==> config.mk <==
export PLATFORM = sky130hd
export DESIGN_NAME = txdesc_walker
export DESIGN_NICKNAME = d
export VERILOG_FILES = /design/src/rtl/txdesc_pkg.sv /design/src/rtl/txdesc_rst_sync.sv /design/src/rtl/txdesc_decode.sv /design/src/rtl/txdesc_seq.sv /design/src/rtl/txdesc_walker.sv
export SDC_FILE = /design/constraint.sdc
export NUM_CORES = 1
export LEC_CHECK = 0
export BUFFER_PORTS_ARGS = -buffer_cell sky130_fd_sc_hd__clkbuf_2
export CORE_MARGIN = 4
export CORE_UTILIZATION = 48
export DETAILED_ROUTE_END_ITERATION = 6
export PLACE_DENSITY = 0.8
export SKIP_CTS_REPAIR_TIMING = 1
export SLEW_MARGIN = 0
export SYNTH_ARGS = -nofsm -noshare
export SYNTH_HDL_FRONTEND = slang
export SYNTH_SLANG_ARGS = --single-unit
==> constraint.sdc <==
create_clock -name clk -period 2.2 [get_ports clk]
set_input_delay 0.33 -clock clk [delete_from_list [all_inputs] [get_ports clk]]
set_output_delay 0.33 -clock clk [all_outputs]
set_load 0.02 [all_outputs]
==> src/rtl/txdesc_pkg.sv <==
package txdesc_pkg;

  localparam int unsigned AW         = 32;  // address and word width
  localparam int unsigned LW         = 11;  // buffer length width
  localparam int unsigned LEN1_LSB   = 0;
  localparam int unsigned LEN2_LSB   = 11;
  localparam int unsigned CHAIN_BIT  = 24;
  localparam int unsigned WRAP_BIT   = 25;
  localparam int unsigned ALIGN_BITS = 4;   // chained pointer alignment
  localparam int unsigned DESC_BYTES = 16;  // ring stride

  typedef enum logic [2:0] {
    ST_IDLE,
    ST_BUF1,
    ST_BUF2,
    ST_NEXT,
    ST_HALT
  } walk_st_e;

  typedef struct packed {
    logic [AW-1:0] b1_addr;
    logic [LW-1:0] b1_len;
    logic          b1_en;
    logic [AW-1:0] b2_addr;
    logic [LW-1:0] b2_len;
    logic          b2_en;
    logic [AW-1:0] nxt_addr;
    logic          bad_ptr;
  } walk_plan_t;

endpackage

==> src/rtl/txdesc_rst_sync.sv <==
module txdesc_rst_sync #(
  parameter int unsigned STAGES = 2
) (
  input  logic clk,
  input  logic rst_n_async,
  output logic rst_n_sync
);

  logic [STAGES-1:0] sync_q;

  always_ff @(posedge clk or negedge rst_n_async) begin
    if (!rst_n_async) sync_q <= '0;
    else              sync_q <= {sync_q[STAGES-2:0], 1'b1};
  end

  assign rst_n_sync = sync_q[STAGES-1];

endmodule

==> src/rtl/txdesc_decode.sv <==
module txdesc_decode
  import txdesc_pkg::*;
#(
  parameter int unsigned ALIGN = ALIGN_BITS,
  parameter int unsigned STEP  = DESC_BYTES
) (
  input  logic [AW-1:0] ctrl,
  input  logic [AW-1:0] buf1_ptr,
  input  logic [AW-1:0] word3,
  input  logic [AW-1:0] cur_addr,
  input  logic [AW-1:0] base_addr,
  output walk_plan_t    plan
);

  logic          chained;
  logic          wrap;
  logic [LW-1:0] len1;
  logic [LW-1:0] len2;
  logic          misaligned;

  assign wrap    = ctrl[WRAP_BIT];
  // the wrap bit overrides the chain bit
  assign chained = ctrl[CHAIN_BIT] & ~wrap;
  assign len1    = ctrl[LEN1_LSB +: LW];
  assign len2    = ctrl[LEN2_LSB +: LW];

  generate
    if (ALIGN > 0) begin : g_align_chk
      assign misaligned = |word3[ALIGN-1:0];
    end else begin : g_no_align_chk
      assign misaligned = 1'b0;
    end
  endgenerate

  always_comb begin
    plan.b1_addr = buf1_ptr;
    plan.b1_len  = len1;
    plan.b1_en   = |len1;
    plan.b2_addr = word3;
    plan.b2_len  = len2;
    plan.b2_en   = ~chained & (|len2);
    plan.bad_ptr = chained & misaligned;
    if (chained)   plan.nxt_addr = word3;
    else if (wrap) plan.nxt_addr = base_addr;
    else           plan.nxt_addr = cur_addr + AW'(STEP);
  end

endmodule

==> src/rtl/txdesc_seq.sv <==
module txdesc_seq
  import txdesc_pkg::*;
(
  input  logic          clk,
  input  logic          rst_n,
  input  logic          desc_valid,
  output logic          desc_ready,
  input  walk_plan_t    plan_in,
  output logic          cmd_valid,
  input  logic          cmd_ready,
  output logic          cmd_sel,
  output logic [AW-1:0] cmd_addr,
  output logic [LW-1:0] cmd_len,
  output logic          next_valid,
  input  logic          next_ready,
  output logic [AW-1:0] next_addr,
  output logic          align_err
);

  walk_st_e   st_q, st_d;
  walk_plan_t plan_q;
  logic       accept;

  assign desc_ready = (st_q == ST_IDLE);
  assign accept     = desc_valid & desc_ready;

  // next-state logic
  always_comb begin
    st_d = st_q;
    unique case (st_q)
      ST_IDLE: if (desc_valid) begin
        if (plan_in.bad_ptr)    st_d = ST_HALT;
        else if (plan_in.b1_en) st_d = ST_BUF1;
        else if (plan_in.b2_en) st_d = ST_BUF2;
        else                    st_d = ST_NEXT;
      end
      ST_BUF1: if (cmd_ready)  st_d = plan_q.b2_en ? ST_BUF2 : ST_NEXT;
      ST_BUF2: if (cmd_ready)  st_d = ST_NEXT;
      ST_NEXT: if (next_ready) st_d = ST_IDLE;
      ST_HALT: st_d = ST_HALT;
      default: st_d = ST_IDLE;
    endcase
  end

  // control register
  always_ff @(posedge clk or negedge rst_n) begin
    if (!rst_n) st_q <= ST_IDLE;
    else        st_q <= st_d;
  end

  // datapath register, enabled on acceptance only
  always_ff @(posedge clk) begin
    if (accept) plan_q <= plan_in;
  end

  assign cmd_valid  = (st_q == ST_BUF1) | (st_q == ST_BUF2);
  assign cmd_sel    = (st_q == ST_BUF2);
  assign cmd_addr   = cmd_sel ? plan_q.b2_addr : plan_q.b1_addr;
  assign cmd_len    = cmd_sel ? plan_q.b2_len  : plan_q.b1_len;
  assign next_valid = (st_q == ST_NEXT);
  assign next_addr  = plan_q.nxt_addr;
  assign align_err  = (st_q == ST_HALT);

  // a waiting command keeps its contents
  a_r8_cmd_hold: assert property (@(posedge clk) disable iff (!rst_n)
    cmd_valid && !cmd_ready |=> cmd_valid && $stable(cmd_addr) && $stable(cmd_len) && $stable(cmd_sel));

  // a waiting next address keeps its value
  a_r8_next_hold: assert property (@(posedge clk) disable iff (!rst_n)
    next_valid && !next_ready |=> next_valid && $stable(next_addr));

  // only one handshake is open at a time
  a_r8_one_channel: assert property (@(posedge clk) disable iff (!rst_n)
    $onehot0({desc_ready, cmd_valid, next_valid}));

  // next address follows an accepted descriptor or an accepted command
  a_r8_next_after_cmds: assert property (@(posedge clk) disable iff (!rst_n)
    $rose(next_valid) |-> $past(desc_valid && desc_ready) || $past(cmd_valid && cmd_ready));

  // error flag is sticky
  a_r9_sticky: assert property (@(posedge clk) disable iff (!rst_n)
    align_err |=> align_err);

  // halted walker is silent
  a_r9_silent: assert property (@(posedge clk) disable iff (!rst_n)
    align_err |-> !desc_ready && !cmd_valid && !next_valid);

endmodule

==> src/rtl/txdesc_walker.sv <==
module txdesc_walker
  import txdesc_pkg::*;
(
  input  logic          clk,
  input  logic          rst_n,
  input  logic          desc_valid,
  output logic          desc_ready,
  input  logic [AW-1:0] desc_ctrl,
  input  logic [AW-1:0] desc_buf1,
  input  logic [AW-1:0] desc_word3,
  input  logic [AW-1:0] desc_addr,
  input  logic [AW-1:0] ring_base,
  output logic          cmd_valid,
  input  logic          cmd_ready,
  output logic          cmd_sel,
  output logic [AW-1:0] cmd_addr,
  output logic [LW-1:0] cmd_len,
  output logic          next_valid,
  input  logic          next_ready,
  output logic [AW-1:0] next_addr,
  output logic          align_err
);

  logic       rst_n_int;
  walk_plan_t plan;

  txdesc_rst_sync #(.STAGES(2)) u_rst_sync (
    .clk         (clk),
    .rst_n_async (rst_n),
    .rst_n_sync  (rst_n_int)
  );

  txdesc_decode #(.ALIGN(ALIGN_BITS), .STEP(DESC_BYTES)) u_decode (
    .ctrl      (desc_ctrl),
    .buf1_ptr  (desc_buf1),
    .word3     (desc_word3),
    .cur_addr  (desc_addr),
    .base_addr (ring_base),
    .plan      (plan)
  );

  txdesc_seq u_seq (
    .clk        (clk),
    .rst_n      (rst_n_int),
    .desc_valid (desc_valid),
    .desc_ready (desc_ready),
    .plan_in    (plan),
    .cmd_valid  (cmd_valid),
    .cmd_ready  (cmd_ready),
    .cmd_sel    (cmd_sel),
    .cmd_addr   (cmd_addr),
    .cmd_len    (cmd_len),
    .next_valid (next_valid),
    .next_ready (next_ready),
    .next_addr  (next_addr),
    .align_err  (align_err)
  );

endmodule

Yosys cells after proc, flatten, opt, wreduce, memory -nomap -nowiden

Index checks and enable logic that the tools add are counted.

$add $sub $neg: 1
Eq/ne operators: 8
Multiplexer cells: 13
Bitwise gates (word level): 7
Reductions and logical operators: 5

Operator list:

| cell                  | count |
|---|---|
| $mux 32               | 3 |
| $add 32x5->32 const B | 1 |
| $reduce_or 11->1      | 2 |
| $mux 3                | 6 |
| $pmux 3 s5            | 1 |
| $mux 11               | 1 |
| $eq 3x2->1 const B    | 2 |
| $ne 2x2->1 const B    | 3 |
| $and 1x1->1           | 4 |
| $reduce_and 4->1      | 1 |
| $reduce_or 4->1       | 1 |
| $eq 3x1->1 const B    | 1 |
| $eq 3x3->1 const B    | 1 |
| $logic_not 3->1       | 1 |
| $mux 1                | 2 |
| $ne 2x1->1 const B    | 1 |
| $not 1->1             | 2 |
| $or 1x1->1            | 1 |

Register bits: 124
Bits of input ports: 165
Output and inout bits: 80
Logic and storage cells: 42

Logic depth before layout (Yosys ltp)

Gate-level depths: netlist of run 1.

Depth after elaboration: 9
Depth in mapped cells: 7
Mapped depth without buffers: 6

Modules after synthesis

Synthesis of run 1 repeated with hierarchy kept, for this count alone.

Cell total of the unflattened synthesis: 507
Area, all modules: 6696.4 um^2

By module, submodules not included:

| module          | instances | cells each | area an instance (um^2) | seq. area each (um^2) |
|---|---|---|---|---|
| txdesc_seq      | 1         | 222        | 4760.8                  | 3648.5 |
| txdesc_decode   | 1         | 282        | 1881.8                  | 0.0 |
| txdesc_rst_sync | 1         | 3          | 53.8                    | 50.0 |

Worst setup path after synthesis of run 1

OpenSTA, ideal clock, no wires.

Kind: register to register
Start point: reg u_seq.st_q[0]
End point: reg u_seq.plan_q, in the netlist u_seq.next_addr[0] (enable)
Library setup time: 491 ps
Data arrival time: 3956 ps
Required time: 1709 ps
Setup slack: -2247 ps
Stages on the path, launching flop included: 4
Buffers on the path: 1
Period minus slack after synthesis: 4447 ps
Cells stage by stage: dfrtp_1 > buf_2 > nor3_1 > and2_1

Longest elaborated chain between the ends: 2

RTL lines:

| element                | RTL line           | source |
|---|---|---|
| start, declared        | txdesc_seq.sv:20   | `walk_st_e st_q, st_d;` |
| start signal, assigned | txdesc_seq.sv:48   | `else st_q <= st_d;` |
| $logic_not 3->1        | txdesc_seq.sv:24   | `assign desc_ready = (st_q == ST_IDLE);` |
| net desc_ready         | txdesc_walker.sv:7 | `output logic desc_ready,` |
| $and 1x1->1            | txdesc_seq.sv:25   | `assign accept = desc_valid & desc_ready;` |
| net u_seq.accept       | txdesc_seq.sv:22   | `logic accept;` |
| end signal, assigned   | txdesc_seq.sv:53   | `if (accept) plan_q <= plan_in;` |
| end, declared          | txdesc_seq.sv:21   | `walk_plan_t plan_q;` |

The timed path passes the listed nets, and every way through them passes these cells.
A chain may end at the register's enable or synchronous reset.

Worst setup path after layout of run 1

Start point: reg u_seq.st_q[0]
End point: out cmd_addr[13]

Longest elaborated chain between the ends: 2

RTL lines:

| element       | RTL line            | source |
|---|---|---|
| $eq 3x2->1    | txdesc_seq.sv:57    | `assign cmd_sel = (st_q == ST_BUF2);` |
| $mux 32       | txdesc_seq.sv:58    | `assign cmd_addr = cmd_sel ? plan_q.b2_addr : plan_q.b1_addr;` |
| end, declared | txdesc_walker.sv:16 | `output logic [AW-1:0] cmd_addr,` |

Every way passes these cells.

==> impl_results.html, run 1 <==
<table>
<tr><th>Metric</th><th>Value</th></tr>
<tr><th colspan="2">Critical path</th></tr>
<tr><td>Sort of element at the start of the critical path</td><td>flip-flop</td></tr>
<tr><td>Required time at the worst-slack endpoint</td><td>1870 ps</td></tr>
<tr><td>CP Max Fanout</td><td>7</td></tr>
<tr><td>Category of the critical setup timing path</td><td>reg2out</td></tr>
<tr><td>Arrival time of the worst setup path</td><td>1880 ps</td></tr>
<tr><td>Nature of the critical path endpoint</td><td>output port</td></tr>
<tr><td>Worst-case register-to-register setup slack</td><td>350 ps</td></tr>
<tr><th colspan="2">Power</th></tr>
<tr><td>Combinational group share of total power</td><td>37.8%</td></tr>
<tr><td>Clock power frac</td><td>27.3%</td></tr>
<tr><td>IR Drop Worst-Case VDD</td><td>0.630 mV</td></tr>
<tr><td>Internal power component</td><td>6.24 mW</td></tr>
<tr><td>Cell Pwr Density</td><td>1150 mW/mm²</td></tr>
<tr><td>Switching part of the total power</td><td>31.8%</td></tr>
<tr><td>Portion of total power attributed to sequential cells</td><td>34.9%</td></tr>
<tr><td>Switching power summed over all nets</td><td>2.91 mW</td></tr>
<tr><td>Leak Pwr</td><td>3.31 nW</td></tr>
<tr><th colspan="2">GRT</th></tr>
<tr><td>Maximum number of pins on one net before global-route repair</td><td>55</td></tr>
<tr><td>First-pass GRT wire length</td><td>24.1 mm</td></tr>
<tr><td>Initial antenna violation count</td><td>0</td></tr>
<tr><td>Grt total ovfl</td><td>0</td></tr>
<tr><td>Overall global routing resource usage</td><td>22.4%</td></tr>
<tr><td>Number of global-route vias before repair</td><td>4649</td></tr>
<tr><th colspan="2">Logic synthesis</th></tr>
<tr><td>#FFs+latches synth</td><td>124</td></tr>
<tr><td>Number of warnings reported in the yosys synthesis log</td><td>0</td></tr>
<tr><td>Cell count after synthesis</td><td>419</td></tr>
<tr><td>Number of distinct library cells after synthesis</td><td>49</td></tr>
<tr><td>Ys flop type</td><td>edfxtp_1</td></tr>
<tr><td>Post-Syn Area</td><td>0.00585 mm²</td></tr>
<tr><td>Mapped Avg Cell Area</td><td>14.0 µm²</td></tr>
<tr><td>Number of flops mapped to enable cells by yosys</td><td>119</td></tr>
<tr><td>Share of async-settable or async-resettable flops after synthesis</td><td>4.03%</td></tr>
<tr><td>Sequential share of the synthesized area</td><td>63.2%</td></tr>
<tr><td>Total nets after synthesis</td><td>585</td></tr>
<tr><th colspan="2">Timing</th></tr>
<tr><td>Number of slew-limit violations in the final report</td><td>0</td></tr>
<tr><td>Worst slew margin</td><td>46.9%</td></tr>
<tr><td>Final worst path period share</td><td>100%</td></tr>
<tr><td>Final count of hold timing violations</td><td>0</td></tr>
<tr><td>Maximum operating frequency</td><td>452 MHz</td></tr>
<tr><td>Post-route setup slack</td><td>-10.4 ps</td></tr>
<tr><td>RSZ-0062 raised after global routing</td><td>yes</td></tr>
<tr><td>Final setup violation count</td><td>24</td></tr>
<tr><td>Final sum of negative setup slack</td><td>-129 ps</td></tr>
<tr><td>Clock Skews</td><td>10.4 ps</td></tr>
<tr><td>Final critical delay including setup and external delays</td><td>2210 ps</td></tr>
<tr><td>Worst Max-Slew Pin Slew</td><td>787 ps</td></tr>
<tr><th colspan="2">Clock tree</th></tr>
<tr><td>Clock Tree Root</td><td>clkbuf_16</td></tr>
<tr><td>Clk_lat worst skew</td><td>410 ps</td></tr>
<tr><td>CTS tree</td><td>built</td></tr>
<tr><td>Clock transition at the register clock pins on the worst setup and hold paths after CTS</td><td>60 ps</td></tr>
<tr><td>Clock sink total</td><td>124</td></tr>
<tr><td>Clock buffer depth</td><td>2</td></tr>
<tr><td>H-tree depth</td><td>4</td></tr>
<tr><td>Number of buffers inserted during clock tree synthesis</td><td>17</td></tr>
<tr><th colspan="2">Place</th></tr>
<tr><td>Weighted congestion reported at the end of routability-driven placement</td><td>0.814</td></tr>
<tr><td>Placed instance count</td><td>768</td></tr>
<tr><td>IO Port Bufs</td><td>236</td></tr>
<tr><td>Total half-perimeter wirelength after legalization and detailed placement</td><td>11.7 mm</td></tr>
<tr><th colspan="2">Route</th></tr>
<tr><td>DRT antenna net count</td><td>0</td></tr>
<tr><td>Routed vias/inst</td><td>5.47</td></tr>
<tr><td>Detailed Route Iter0 Violations</td><td>266</td></tr>
<tr><td>Via count</td><td>4424</td></tr>
<tr><td>Residual DRC count</td><td>0</td></tr>
<tr><td>First-pass iteration count of the detailed router</td><td>5</td></tr>
<tr><td>Routed WL per cell</td><td>20.5 µm</td></tr>
<tr><td>Total length of routed wires</td><td>16.5 mm</td></tr>
<tr><th colspan="2">Outcome</th></tr>
<tr><td>Failing checks</td><td>setup timing</td></tr>
<tr><td>Result of the run</td><td>complete, but fails checks</td></tr>
<tr><th colspan="2">Finish</th></tr>
<tr><td>Layout filler cell count</td><td>855</td></tr>
<tr><td>Total inserted antenna cells</td><td>0</td></tr>
<tr><td>Fraction of layout cells with a size suffix above 1</td><td>52.7%</td></tr>
<tr><td>Nets</td><td>815</td></tr>
<tr><td>Area delta synth-&gt;final</td><td>36.1%</td></tr>
<tr><td>Final instance count without filler cells</td><td>809</td></tr>
<tr><th colspan="2">Worst hold path</th></tr>
<tr><td>Class of the tightest hold or removal check</td><td>reg2async</td></tr>
<tr><th colspan="2">Die</th></tr>
<tr><td>Number of primary I/O pins</td><td>245</td></tr>
<tr><td>Starting utilization of the core area</td><td>48.9%</td></tr>
<tr><td>Floorplan die area</td><td>0.0140 mm²</td></tr>
<tr><td>Die width</td><td>118 µm</td></tr>
<tr><td>Height of the chip</td><td>118 µm</td></tr>
<tr><td>Area of the core</td><td>0.0120 mm²</td></tr>
<tr><td>FP Rows</td><td>40</td></tr>
<tr><th colspan="2">Run</th></tr>
<tr><td>Max-cap violation count</td><td>0</td></tr>
</table>
==> per-layer routing <==
layer / part of all wire, % / GRT usage [%]
met3: 8.7 / 7.61
met2: 50 / 38.2
met4: 1.6 / 8.25
met1: 39 / 26.2
met5: 0 / 0
==> cell families (layout without fill, tap and decap cells) <==
group,after synthesis,after routing,share of synthesized area [%]
AO/OA/AOI/OAI,65,65,6.69
XOR/XNOR,22,22,3.29
adder cells (fa/ha/maj),1,1,0.214
buffers and inverters,58,301,6.58
flip-flops,124,124,63.2
multiplexers,54,54,10.2
other,1,1,0.0641
AND/OR/NAND/NOR,94,94,9.77
==> sequential cells by signal (all words and copies together) (netlist names) <==
| name | flops |
|---|---|
| u_seq.plan_q | 87 |
| u_seq.next_addr | 32 |
| u_rst_sync.sync_q | 2 |
| u_seq.st_q | 3 |
==> metrics by stage <==
stage	utilization, %	hold WS [ps]	setup WS (ps)	area, µm²	total power [mW]
5_1_grt	66.6	64.5	-64.3	7970	9.52
4_1_cts	63.1	-318	-149	7550	8.39
3_5_place_dp	58.8	43.4	209	7030	5.89
3_3_place_gp	58.8	45.2	217	7030	5.80
6_report	66.6	36.5	-10.4	7970	9.15
2_1_floorplan	-	26.5	13.0	5870	5.07
==> final timing paths <==
check | depth (start not counted) | to | start
setup / recovery | 5 | cmd_addr[13] | u_seq.st_q[0]$_DFFE_PN0P_
hold / removal | 0 | u_seq.st_q[0]$_DFFE_PN0P_ | u_rst_sync.sync_q[1]$_DFF_PN0_
setup reg to reg | 4 | u_seq.plan_q[86]$_DFFE_PP_ | u_seq.st_q[0]$_DFFE_PN0P_
hold reg to reg | 0 | u_seq.st_q[0]$_DFFE_PN0P_ | u_rst_sync.sync_q[1]$_DFF_PN0_
max in group asynchronous | 2 | u_rst_sync.sync_q[0]$_DFF_PN0_ | rst_n
min in group clk | 1 | u_seq.plan_q[111]$_DFFE_PP_ | desc_buf1[22]
==> synthesized netlist by cell type (3+ instances only) <==
cell | instances | area share (%)
a22oi_1 | 12 | 1.5
nand3_1 | 11 | 0.94
edfxtp_1 | 119 | 61
and4_1 | 6 | 0.90
dfrtp_1 | 5 | 2.1
o211ai_1 | 3 | 0.38
o22ai_1 | 6 | 0.64
xor2_1 | 5 | 0.75
mux2_2 | 43 | 8.3
o21a_1 | 3 | 0.38
o21ai_1 | 5 | 0.43
buf_4 | 32 | 4.1
nor2_1 | 10 | 0.64
o21ai_0 | 22 | 1.9
mux2i_1 | 9 | 1.5
nand2_1 | 28 | 1.8
nor4_1 | 4 | 0.43
clkbuf_1 | 9 | 0.58
a21oi_1 | 9 | 0.77
inv_1 | 7 | 0.45
buf_6 | 6 | 1.2
nor3_1 | 9 | 0.77
and3_1 | 4 | 0.43
xnor2_1 | 17 | 2.5
nor3_2 | 4 | 0.68
==> cell usage in the layout, fill, tap and decap left out, types with 5 or more instances in the layout <==
cell,count
nand2_1,28
a21oi_1,9
nor3_1,8
clkbuf_16,20
xor2_1,5
o22ai_1,6
a22oi_1,12
and4_1,6
nor2_1,10
clkinv_2,6
buf_4,15
mux2_2,21
clkbuf_2,206
inv_1,7
edfxtp_1,119
buf_6,31
o21ai_0,22
mux2i_1,9
xnor2_1,17
clkbuf_1,5
o21ai_1,5
mux2_4,23
nand3_1,11
==> power groups by stage <==
stage          Sequential, mW  Clock (mW)  Combinational (mW)
2_1_floorplan            3.20           0                1.87
3_5_place_dp             3.24           0                2.65
4_1_cts                  3.20        2.53                2.67
6_report                 3.20        2.50                3.46
5_1_grt                  3.22        2.66                3.64
3_3_place_gp             3.21           0                2.59
==> area by class of cell <==
class | count | area (µm²) | share of cell area [%]
timing repair buffer | 261 | 1660 | 20.9
clock buffer | 22 | 444 | 5.58
clock inverter | 10 | 75.1 | 0.942
tap | 147 | 184 | 2.31
inverter | 8 | 30.0 | 0.377
multi-input combinational | 237 | 1870 | 23.5
sequential | 124 | 3700 | 46.5
==> worst max-delay path: stages, from the launching register on <==
cell      delay, ps
dfrtp_2         440
nor3_4          210
buf_4           160
buf_6           160
mux2_2          340
clkbuf_2        150
Power figures use the tool's default switching activity.
==> run 2: changes to the inputs <==
--- a/config.mk
+++ b/config.mk
@@ -6,10 +6,9 @@
 export NUM_CORES = 1
 export LEC_CHECK = 0
 export BUFFER_PORTS_ARGS = -buffer_cell sky130_fd_sc_hd__clkbuf_2
-export CORE_MARGIN = 4
-export CORE_UTILIZATION = 48
+export CORE_UTILIZATION = 52
 export DETAILED_ROUTE_END_ITERATION = 6
-export PLACE_DENSITY = 0.8
+export PLACE_DENSITY = 0.86
 export SKIP_CTS_REPAIR_TIMING = 1
 export SLEW_MARGIN = 0
 export SYNTH_ARGS = -nofsm -noshare
==> constraint.sdc (replaced) <==
create_clock -name clk -period 2.6 [get_ports clk]
set_input_delay 0.39 -clock clk [delete_from_list [all_inputs] [get_ports clk]]
set_output_delay 0.39 -clock clk [all_outputs]
set_load 0.02 [all_outputs]
==> impl_results.html, run 2 (synthesized netlist as in run 1, its figures left out) <==
<table>
<tr><th>Metric</th><th>Value</th></tr>
<tr><th colspan="2">Outcome</th></tr>
<tr><td>Result of the run</td><td>completed</td></tr>
<tr><th colspan="2">Finish</th></tr>
<tr><td>Nets</td><td>802 (-1.6%)</td></tr>
<tr><td>Most common cell after layout, fill and taps aside</td><td>clkbuf_2</td></tr>
<tr><td>Fraction of layout cells with a size suffix above 1</td><td>51.8% (-0.95 points)</td></tr>
<tr><td>Area delta synth-&gt;final</td><td>29.5%</td></tr>
<tr><td>Register ranked first by flip-flop count</td><td>u_seq.plan_q</td></tr>
<tr><td>Most used cells in the layout excluding fill and tap cells</td><td>236 x clkbuf_2, 119 x edfxtp_1, 43 x mux2_2, 28 x nand2_1, 22 x o21ai_0</td></tr>
<tr><td>Total inserted antenna cells</td><td>0 (unchanged)</td></tr>
<tr><td>Fin util</td><td>69.6% (+3.0 points)</td></tr>
<tr><td>Number of flip-flops in the largest register</td><td>87 (unchanged)</td></tr>
<tr><td>Total non-filler cell area in the finished layout</td><td>0.00758 mm² (-4.9%)</td></tr>
<tr><td>Final instance count without filler cells</td><td>789 (-2.5%)</td></tr>
<tr><td>Layout filler cell count</td><td>746 (-13%)</td></tr>
<tr><th colspan="2">Die</th></tr>
<tr><td>Floorplan die area</td><td>0.0117 mm² (-17%)</td></tr>
<tr><td>Die width</td><td>108 µm (-8.7%)</td></tr>
<tr><td>Height of the chip</td><td>108 µm (-8.7%)</td></tr>
<tr><td>Area of the core</td><td>0.0109 mm² (-9.0%)</td></tr>
<tr><td>Number of primary I/O pins</td><td>245 (unchanged)</td></tr>
<tr><td>Starting utilization of the core area</td><td>53.8% (+4.8 points)</td></tr>
<tr><td>FP Rows</td><td>38 (-5.0%)</td></tr>
<tr><th colspan="2">GRT</th></tr>
<tr><td>First-pass GRT wire length</td><td>22.1 mm (-8.6%)</td></tr>
<tr><td>Number of global-route vias before repair</td><td>4400 (-5.4%)</td></tr>
<tr><td>Overall global routing resource usage</td><td>25.7% (+3.4 points)</td></tr>
<tr><td>Maximum number of pins on one net before global-route repair</td><td>50 (-9.1%)</td></tr>
<tr><td>Initial antenna violation count</td><td>0 (unchanged)</td></tr>
<tr><td>Grt total ovfl</td><td>0 (unchanged)</td></tr>
<tr><th colspan="2">Clock tree</th></tr>
<tr><td>Clock transition at the register clock pins on the worst setup and hold paths after CTS</td><td>50 ps (about the same)</td></tr>
<tr><td>Clock buffer depth</td><td>2 (unchanged)</td></tr>
<tr><td>Clock sink total</td><td>124 (unchanged)</td></tr>
<tr><td>H-tree depth</td><td>4 (unchanged)</td></tr>
<tr><td>CTS tree</td><td>built</td></tr>
<tr><td>Clk_lat worst skew</td><td>520 ps (+110 ps)</td></tr>
<tr><td>Clock Tree Root</td><td>clkbuf_8</td></tr>
<tr><td>Number of buffers inserted during clock tree synthesis</td><td>17 (unchanged)</td></tr>
<tr><th colspan="2">Critical path</th></tr>
<tr><td>Nature of the critical path endpoint</td><td>output port</td></tr>
<tr><td>Worst R2R Path Depth</td><td>3 (-1)</td></tr>
<tr><td>Endpoint of the worst setup timing path</td><td>cmd_len[1]</td></tr>
<tr><td>CP Max Fanout</td><td>17 (+10)</td></tr>
<tr><td>Arrival time of the worst setup path</td><td>2120 ps (+240 ps)</td></tr>
<tr><td>Setup crit start</td><td>u_seq.st_q[2]$_DFFE_PN0P_</td></tr>
<tr><td>Crit Reg-Reg Endpoint</td><td>u_seq.next_addr[1]$_DFFE_PP_</td></tr>
<tr><td>Worst-case register-to-register setup slack</td><td>570 ps (+220 ps)</td></tr>
<tr><td>Required time at the worst-slack endpoint</td><td>2210 ps (+340 ps)</td></tr>
<tr><td>Category of the critical setup timing path</td><td>reg2out</td></tr>
<tr><td>Reg2Reg Launch Point</td><td>u_seq.st_q[0]$_DFFE_PN0P_</td></tr>
<tr><td>Sort of element at the start of the critical path</td><td>flip-flop</td></tr>
<tr><th colspan="2">Power</th></tr>
<tr><td>Cell Pwr Density</td><td>955 mW/mm² (-17%)</td></tr>
<tr><td>Leak Pwr</td><td>3.10 nW (-6.5%)</td></tr>
<tr><td>Overall power after layout</td><td>7.24 mW (-21%)</td></tr>
<tr><td>IR Drop Worst-Case VDD</td><td>0.571 mV (-9.3%)</td></tr>
<tr><th colspan="2">Timing</th></tr>
<tr><td>Final critical delay including setup and external delays</td><td>2510 ps</td></tr>
<tr><td>Number of slew-limit violations in the final report</td><td>0 (unchanged)</td></tr>
<tr><td>Post-route setup slack</td><td>89.4 ps (+99.9 ps)</td></tr>
<tr><td>Maximum operating frequency</td><td>398 MHz</td></tr>
<tr><td>Hold Worst Slack</td><td>40.9 ps (+4.48 ps)</td></tr>
<tr><td>Final count of hold timing violations</td><td>0 (unchanged)</td></tr>
<tr><td>Final sum of negative setup slack</td><td>0 ps (+129 ps)</td></tr>
<tr><td>Final worst path period share</td><td>96.6%</td></tr>
<tr><td>Worst slew margin</td><td>45.9% (-0.96 points)</td></tr>
<tr><td>Clock Skews</td><td>8.53 ps (-1.92 ps)</td></tr>
<tr><td>Final setup violation count</td><td>0 (-100%)</td></tr>
<tr><td>RSZ-0062 raised after global routing</td><td>no</td></tr>
<tr><td>Worst Max-Slew Pin Slew</td><td>801 ps (+14.2 ps)</td></tr>
<tr><th colspan="2">Place</th></tr>
<tr><td>Total cell area at the placement stage</td><td>0.00694 mm² (-1.3%)</td></tr>
<tr><td>Placed instance count</td><td>753 (-2.0%)</td></tr>
<tr><td>Total half-perimeter wirelength after legalization and detailed placement</td><td>10.8 mm (-7.0%)</td></tr>
<tr><td>Weighted congestion reported at the end of routability-driven placement</td><td>0.823 (+1.1%)</td></tr>
<tr><td>Dpl ws</td><td>396 ps (+186 ps)</td></tr>
<tr><td>IO Port Bufs</td><td>236 (unchanged)</td></tr>
<tr><th colspan="2">Route</th></tr>
<tr><td>Total length of routed wires</td><td>14.9 mm (-9.7%)</td></tr>
<tr><td>Routed WL per cell</td><td>18.9 µm (-7.4%)</td></tr>
<tr><td>Via count</td><td>4258 (-3.8%)</td></tr>
<tr><td>First-pass iteration count of the detailed router</td><td>4 (-1)</td></tr>
<tr><td>Detailed Route Iter0 Violations</td><td>180 (-32%)</td></tr>
<tr><td>Routed vias/inst</td><td>5.40 (-1.3%)</td></tr>
<tr><td>DRT antenna net count</td><td>0 (unchanged)</td></tr>
<tr><td>Residual DRC count</td><td>0 (unchanged)</td></tr>
<tr><th colspan="2">Run</th></tr>
<tr><td>Max-cap violation count</td><td>0 (unchanged)</td></tr>
<tr><th colspan="2">Worst hold path</th></tr>
<tr><td>Class of the tightest hold or removal check</td><td>reg2async</td></tr>
</table>
==> run 2: routing by layer <==
layer  track usage [%]  vias up  share of wire (%)
met4              9.69        0                2.0
met1              28.2     2023                 37
met3              9.16       23                9.3
met2              45.5      219                 51
li1                  -     1993                  -
met5                 0        -                  0
==> run 2: how the worst min path moves through the flow <==
stage	slack [ps]	cells after the start	end	startpoint
6_report	40	0	u_seq.st_q[2]$_DFFE_PN0P_	u_rst_sync.sync_q[1]$_DFF_PN0_
5_1_grt	20	1	u_seq.plan_q[106]$_DFFE_PP_	desc_buf1[17]
4_1_cts	-370	1	u_rst_sync.sync_q[0]$_DFF_PN0_	rst_n
3_5_place_dp	40	0	u_seq.st_q[2]$_DFFE_PN0P_	u_rst_sync.sync_q[1]$_DFF_PN0_
3_3_place_gp	40	0	u_seq.st_q[2]$_DFFE_PN0P_	u_rst_sync.sync_q[1]$_DFF_PN0_
2_1_floorplan	30	0	u_seq.st_q[0]$_DFFE_PN0P_	u_rst_sync.sync_q[1]$_DFF_PN0_
==> run 2: critical path, cell delays in order, from the launching register on <==
cell      delay (ps)
dfrtp_1          480
nor3_4           280
buf_4            160
buf_12           160
mux2_2           350
clkbuf_2         160
==> run 2: report_power, final <==
group,internal (mW),switching (mW)
combinational,0.897,1.34
sequential,2.60,0.118
clock,1.45,0.836
total,4.95,2.29
==> run 2: final cells by class <==
type | count | area (µm²) | share of cell area, %
inverters | 8 | 30.0 | 0.396
multi-input cells | 237 | 1770 | 23.4
repair buffers | 248 | 1330 | 17.5
flip-flops and latches | 124 | 3700 | 48.8
well taps | 140 | 175 | 2.31
clock inverters | 12 | 148 | 1.95
clock buffers | 20 | 425 | 5.61
==> run 3: changes to the inputs <==
--- a/config.mk
+++ b/config.mk
@@ -5,9 +5,11 @@
 export SDC_FILE = /design/constraint.sdc
 export NUM_CORES = 1
 export LEC_CHECK = 0
+export ABC_AREA = 1
 export BUFFER_PORTS_ARGS = -buffer_cell sky130_fd_sc_hd__clkbuf_2
-export CORE_UTILIZATION = 52
+export CORE_UTILIZATION = 53
 export DETAILED_ROUTE_END_ITERATION = 6
+export GPL_ROUTABILITY_DRIVEN = 0
 export PLACE_DENSITY = 0.86
 export SKIP_CTS_REPAIR_TIMING = 1
 export SLEW_MARGIN = 0
==> impl_results.html, run 3 <==
<table>
<tr><th>Metric</th><th>Value</th></tr>
<tr><th colspan="2">Route</th></tr>
<tr><td>First-pass iteration count of the detailed router</td><td>5 (+1)</td></tr>
<tr><td>Routed WL per cell</td><td>16.3 µm (-14%)</td></tr>
<tr><td>Residual DRC count</td><td>0 (unchanged)</td></tr>
<tr><td>Via count</td><td>5403 (+27%)</td></tr>
<tr><td>DRT antenna net count</td><td>0 (unchanged)</td></tr>
<tr><td>Routed vias/inst</td><td>5.20 (-3.7%)</td></tr>
<tr><td>Detailed Route Iter0 Violations</td><td>481 (+170%)</td></tr>
<tr><td>Total length of routed wires</td><td>16.9 mm (+13%)</td></tr>
<tr><th colspan="2">GRT</th></tr>
<tr><td>Initial antenna violation count</td><td>0 (unchanged)</td></tr>
<tr><td>Maximum number of pins on one net before global-route repair</td><td>62 (+24%)</td></tr>
<tr><td>Overall global routing resource usage</td><td>28.3% (+2.6 points)</td></tr>
<tr><td>First-pass GRT wire length</td><td>26.6 mm (+21%)</td></tr>
<tr><td>Grt total ovfl</td><td>0 (unchanged)</td></tr>
<tr><td>Number of global-route vias before repair</td><td>5304 (+21%)</td></tr>
<tr><th colspan="2">Power</th></tr>
<tr><td>Switching power summed over all nets</td><td>2.84 mW (+24%)</td></tr>
<tr><td>Cell Pwr Density</td><td>993 mW/mm² (+4.0%)</td></tr>
<tr><td>IR Drop Worst-Case VDD</td><td>0.894 mV (+57%)</td></tr>
<tr><td>Combinational group share of total power</td><td>33.2% (+2.3 points)</td></tr>
<tr><td>Switching part of the total power</td><td>35.8% (+4.1 points)</td></tr>
<tr><td>Portion of total power attributed to sequential cells</td><td>35.8% (-1.7 points)</td></tr>
<tr><td>Internal power component</td><td>5.09 mW (+2.9%)</td></tr>
<tr><td>Clock power frac</td><td>31.0% (-0.6 points)</td></tr>
<tr><td>Leak Pwr</td><td>3.69 nW (+19%)</td></tr>
<tr><th colspan="2">Timing</th></tr>
<tr><td>Maximum operating frequency</td><td>416 MHz (+4.4%)</td></tr>
<tr><td>Final count of hold timing violations</td><td>0 (unchanged)</td></tr>
<tr><td>Clock Skews</td><td>7.00 ps (-1.53 ps)</td></tr>
<tr><td>Final critical delay including setup and external delays</td><td>2410 ps (-105 ps)</td></tr>
<tr><td>Number of slew-limit violations in the final report</td><td>0 (unchanged)</td></tr>
<tr><td>RSZ-0062 raised after global routing</td><td>no</td></tr>
<tr><td>Worst Max-Slew Pin Slew</td><td>534 ps (-267 ps)</td></tr>
<tr><td>Final worst path period share</td><td>92.5% (-4.0 points)</td></tr>
<tr><td>Worst slew margin</td><td>64.4% (+18 points)</td></tr>
<tr><td>Final setup violation count</td><td>0 (unchanged)</td></tr>
<tr><td>Post-route setup slack</td><td>194 ps (+105 ps)</td></tr>
<tr><th colspan="2">Clock tree</th></tr>
<tr><td>Clock sink total</td><td>124 (unchanged)</td></tr>
<tr><td>Clock transition at the register clock pins on the worst setup and hold paths after CTS</td><td>50 ps (about the same)</td></tr>
<tr><td>CTS tree</td><td>built</td></tr>
<tr><td>H-tree depth</td><td>4 (unchanged)</td></tr>
<tr><td>Clk_lat worst skew</td><td>400 ps (-120 ps)</td></tr>
<tr><td>Number of buffers inserted during clock tree synthesis</td><td>17 (unchanged)</td></tr>
<tr><td>Clock Tree Root</td><td>clkbuf_16</td></tr>
<tr><td>Clock buffer depth</td><td>2 (unchanged)</td></tr>
<tr><th colspan="2">Logic synthesis</th></tr>
<tr><td>Number of flops mapped to enable cells by yosys</td><td>119 (unchanged)</td></tr>
<tr><td>Post-Syn Area</td><td>0.00623 mm² (+6.5%)</td></tr>
<tr><td>Sequential share of the synthesized area</td><td>59.3% (-3.9 points)</td></tr>
<tr><td>Portion of synthesized cell area occupied by the leading cell type</td><td>57.3% (-3.7 points)</td></tr>
<tr><td>Cell accounting for the most synthesized area</td><td>edfxtp_1</td></tr>
<tr><td>Number of distinct library cells after synthesis</td><td>35 (-29%)</td></tr>
<tr><td>Total nets after synthesis</td><td>839 (+43%)</td></tr>
<tr><td>Most frequent cell after synthesis</td><td>nand2_1</td></tr>
<tr><td>Cell count after synthesis</td><td>673 (+61%)</td></tr>
<tr><td>Mapped Avg Cell Area</td><td>9.26 µm² (-34%)</td></tr>
<tr><td>Top cells by count, synth</td><td>285 x nand2_1, 119 x edfxtp_1, 49 x nor2_1, 35 x inv_1, 34 x buf_4</td></tr>
<tr><td>#FFs+latches synth</td><td>124 (unchanged)</td></tr>
<tr><td>Dominant cells by area after synthesis</td><td>edfxtp_1 57%, nand2_1 17%, buf_4 4.1%</td></tr>
<tr><td>Number of warnings reported in the yosys synthesis log</td><td>0 (unchanged)</td></tr>
<tr><td>Ys flop type</td><td>edfxtp_1</td></tr>
<tr><td>Share of async-settable or async-resettable flops after synthesis</td><td>4.03% (unchanged)</td></tr>
<tr><th colspan="2">Critical path</th></tr>
<tr><td>Category of the critical setup timing path</td><td>reg2out</td></tr>
<tr><td>CP max stage delay</td><td>410 ps (-70 ps)</td></tr>
<tr><td>Arrival time of the worst setup path</td><td>2020 ps (-100 ps)</td></tr>
<tr><td>Cell with the largest stage delay on the worst path</td><td>dfrtp_1</td></tr>
<tr><td>Reg2Reg Launch Point</td><td>u_seq.st_q[0]$_DFFE_PN0P_</td></tr>
<tr><td>Required time at the worst-slack endpoint</td><td>2210 ps (about the same)</td></tr>
<tr><td>Family with the most delay on the worst path</td><td>buffers and inverters</td></tr>
<tr><td>Setup crit start</td><td>u_seq.st_q[2]$_DFFE_PN0P_</td></tr>
<tr><td>Nature of the critical path endpoint</td><td>output port</td></tr>
<tr><td>Count of buffer and inverter cells on the critical path</td><td>4 (+1)</td></tr>
<tr><td>CP Max Fanout</td><td>24 (+7)</td></tr>
<tr><td>Sort of element at the start of the critical path</td><td>flip-flop</td></tr>
<tr><td>Crit-path cells</td><td>inv_2, nand3_2, inv_2, buf_12, nand2_1, nand2_1, clkbuf_2</td></tr>
<tr><td>Worst-case register-to-register setup slack</td><td>890 ps (+320 ps)</td></tr>
<tr><th colspan="2">Finish</th></tr>
<tr><td>Fin util</td><td>69.9% (+0.28 points)</td></tr>
<tr><td>Area of combinational cells with multiple inputs</td><td>0.00206 mm² (+16%)</td></tr>
<tr><td>Area occupied by registers</td><td>0.00370 mm² (about the same)</td></tr>
<tr><td>Fraction of layout cells with a size suffix above 1</td><td>34.7% (-17 points)</td></tr>
<tr><td>Most used cells in the layout excluding fill and tap cells</td><td>284 x nand2_1, 236 x clkbuf_2, 119 x edfxtp_1, 47 x nor2_1, 35 x inv_1</td></tr>
<tr><td>Area delta synth-&gt;final</td><td>28.0%</td></tr>
<tr><td>Nets</td><td>1051 (+31%)</td></tr>
<tr><td>Total inserted antenna cells</td><td>0 (unchanged)</td></tr>
<tr><td>Layout filler cell count</td><td>875 (+17%)</td></tr>
<tr><td>Most common cell after layout, fill and taps aside</td><td>nand2_1</td></tr>
<tr><td>Total non-filler cell area in the finished layout</td><td>0.00798 mm² (+5.3%)</td></tr>
<tr><td>Register ranked first by flip-flop count</td><td>u_seq.plan_q</td></tr>
<tr><td>Number of flip-flops in the largest register</td><td>87 (unchanged)</td></tr>
<tr><td>Final instance count without filler cells</td><td>1040 (+32%)</td></tr>
<tr><th colspan="2">Place</th></tr>
<tr><td>Dpl ws</td><td>406 ps (+10.2 ps)</td></tr>
<tr><td>Placed instance count</td><td>1008 (+34%)</td></tr>
<tr><td>IO Port Bufs</td><td>236 (unchanged)</td></tr>
<tr><td>Total cell area at the placement stage</td><td>0.00735 mm² (+5.9%)</td></tr>
<tr><td>Total half-perimeter wirelength after legalization and detailed placement</td><td>12.1 mm (+12%)</td></tr>
<tr><th colspan="2">Outcome</th></tr>
<tr><td>Result of the run</td><td>completed</td></tr>
<tr><th colspan="2">Die</th></tr>
<tr><td>Number of primary I/O pins</td><td>245 (unchanged)</td></tr>
<tr><td>Die width</td><td>110 µm (+2.2%)</td></tr>
<tr><td>Height of the chip</td><td>110 µm (+2.2%)</td></tr>
<tr><td>Starting utilization of the core area</td><td>54.6% (+0.83 points)</td></tr>
<tr><td>Area of the core</td><td>0.0114 mm² (+4.9%)</td></tr>
<tr><td>FP Rows</td><td>39 (+2.6%)</td></tr>
<tr><td>Floorplan die area</td><td>0.0122 mm² (+4.4%)</td></tr>
<tr><th colspan="2">Run</th></tr>
<tr><td>Max-cap violation count</td><td>0 (unchanged)</td></tr>
<tr><th colspan="2">Worst hold path</th></tr>
<tr><td>Class of the tightest hold or removal check</td><td>reg2async</td></tr>
</table>
[run 3: logic make-up (layout without fill, tap and decap cells)]
| kind of cell | count (synthesis) | in the layout | share of synthesized area [%] |
|---|---|---|---|
| AO/OA/AOI/OAI | 41 | 41 | 3.93 |
| buffers and inverters | 91 | 315 | 7.87 |
| XOR/XNOR | 5 | 5 | 0.703 |
| flip-flops | 124 | 124 | 59.3 |
| other | 1 | 1 | 0.0602 |
| adder cells (fa/ha/maj) | 1 | 1 | 0.201 |
| AND/OR/NAND/NOR | 410 | 410 | 27.9 |
[run 3: path summary, 6_finish.rpt]
| path | cells after the start | to |
|---|---|---|
| min in group clk | 1 | u_seq.plan_q[113]$_DFFE_PP_ |
| min | 0 | u_seq.st_q[0]$_DFFE_PN0P_ |
| max in group asynchronous | 2 | u_rst_sync.sync_q[1]$_DFF_PN0_ |
| min reg2reg | 0 | u_seq.st_q[0]$_DFFE_PN0P_ |
| max reg2reg | 7 | u_seq.st_q[2]$_DFFE_PN0P_ |
| max | 7 | cmd_addr[24] |
[run 3: metal layers]
layer,global-route usage [%],wire length (µm),up-vias
met4,12.7,580,0
met5,0,0,-
li1,-,-,2599
met2,47.8,8490,270
met3,7.24,1380,41
met1,34.2,6460,2493
[run 3: through the flow]
step | hold WS [ps] | setup TNS (ps) | total power [mW]
global route | 57.0 | 0 | 8.29
detailed placement | 40.7 | 0 | 5.50
floorplan | 26.5 | -30340 | 4.64
global placement | 38.2 | 0 | 5.43
finish | 41.8 | 0 | 7.93
CTS | -251 | 0 | 7.96
[run 3: cell type report]
class | instances | share of cell area (%)
tap | 143 | 2.24
clock buffer | 17 | 5.33
timing repair buffer | 243 | 16.0
clock inverter | 14 | 2.41
sequential | 124 | 46.3
multi-input combinational | 458 | 25.8
inverter | 41 | 1.94
[run 3: power groups by stage]
| stage | registers (mW) | logic (mW) | clock network (mW) |
|---|---|---|---|
| 2_1_floorplan | 2.86 | 1.78 | 0 |
| 3_3_place_gp | 2.85 | 2.58 | 0 |
| 3_5_place_dp | 2.87 | 2.63 | 0 |
| 4_1_cts | 2.83 | 2.64 | 2.49 |
| 5_1_grt | 2.87 | 2.86 | 2.57 |
| 6_report | 2.84 | 2.63 | 2.46 |
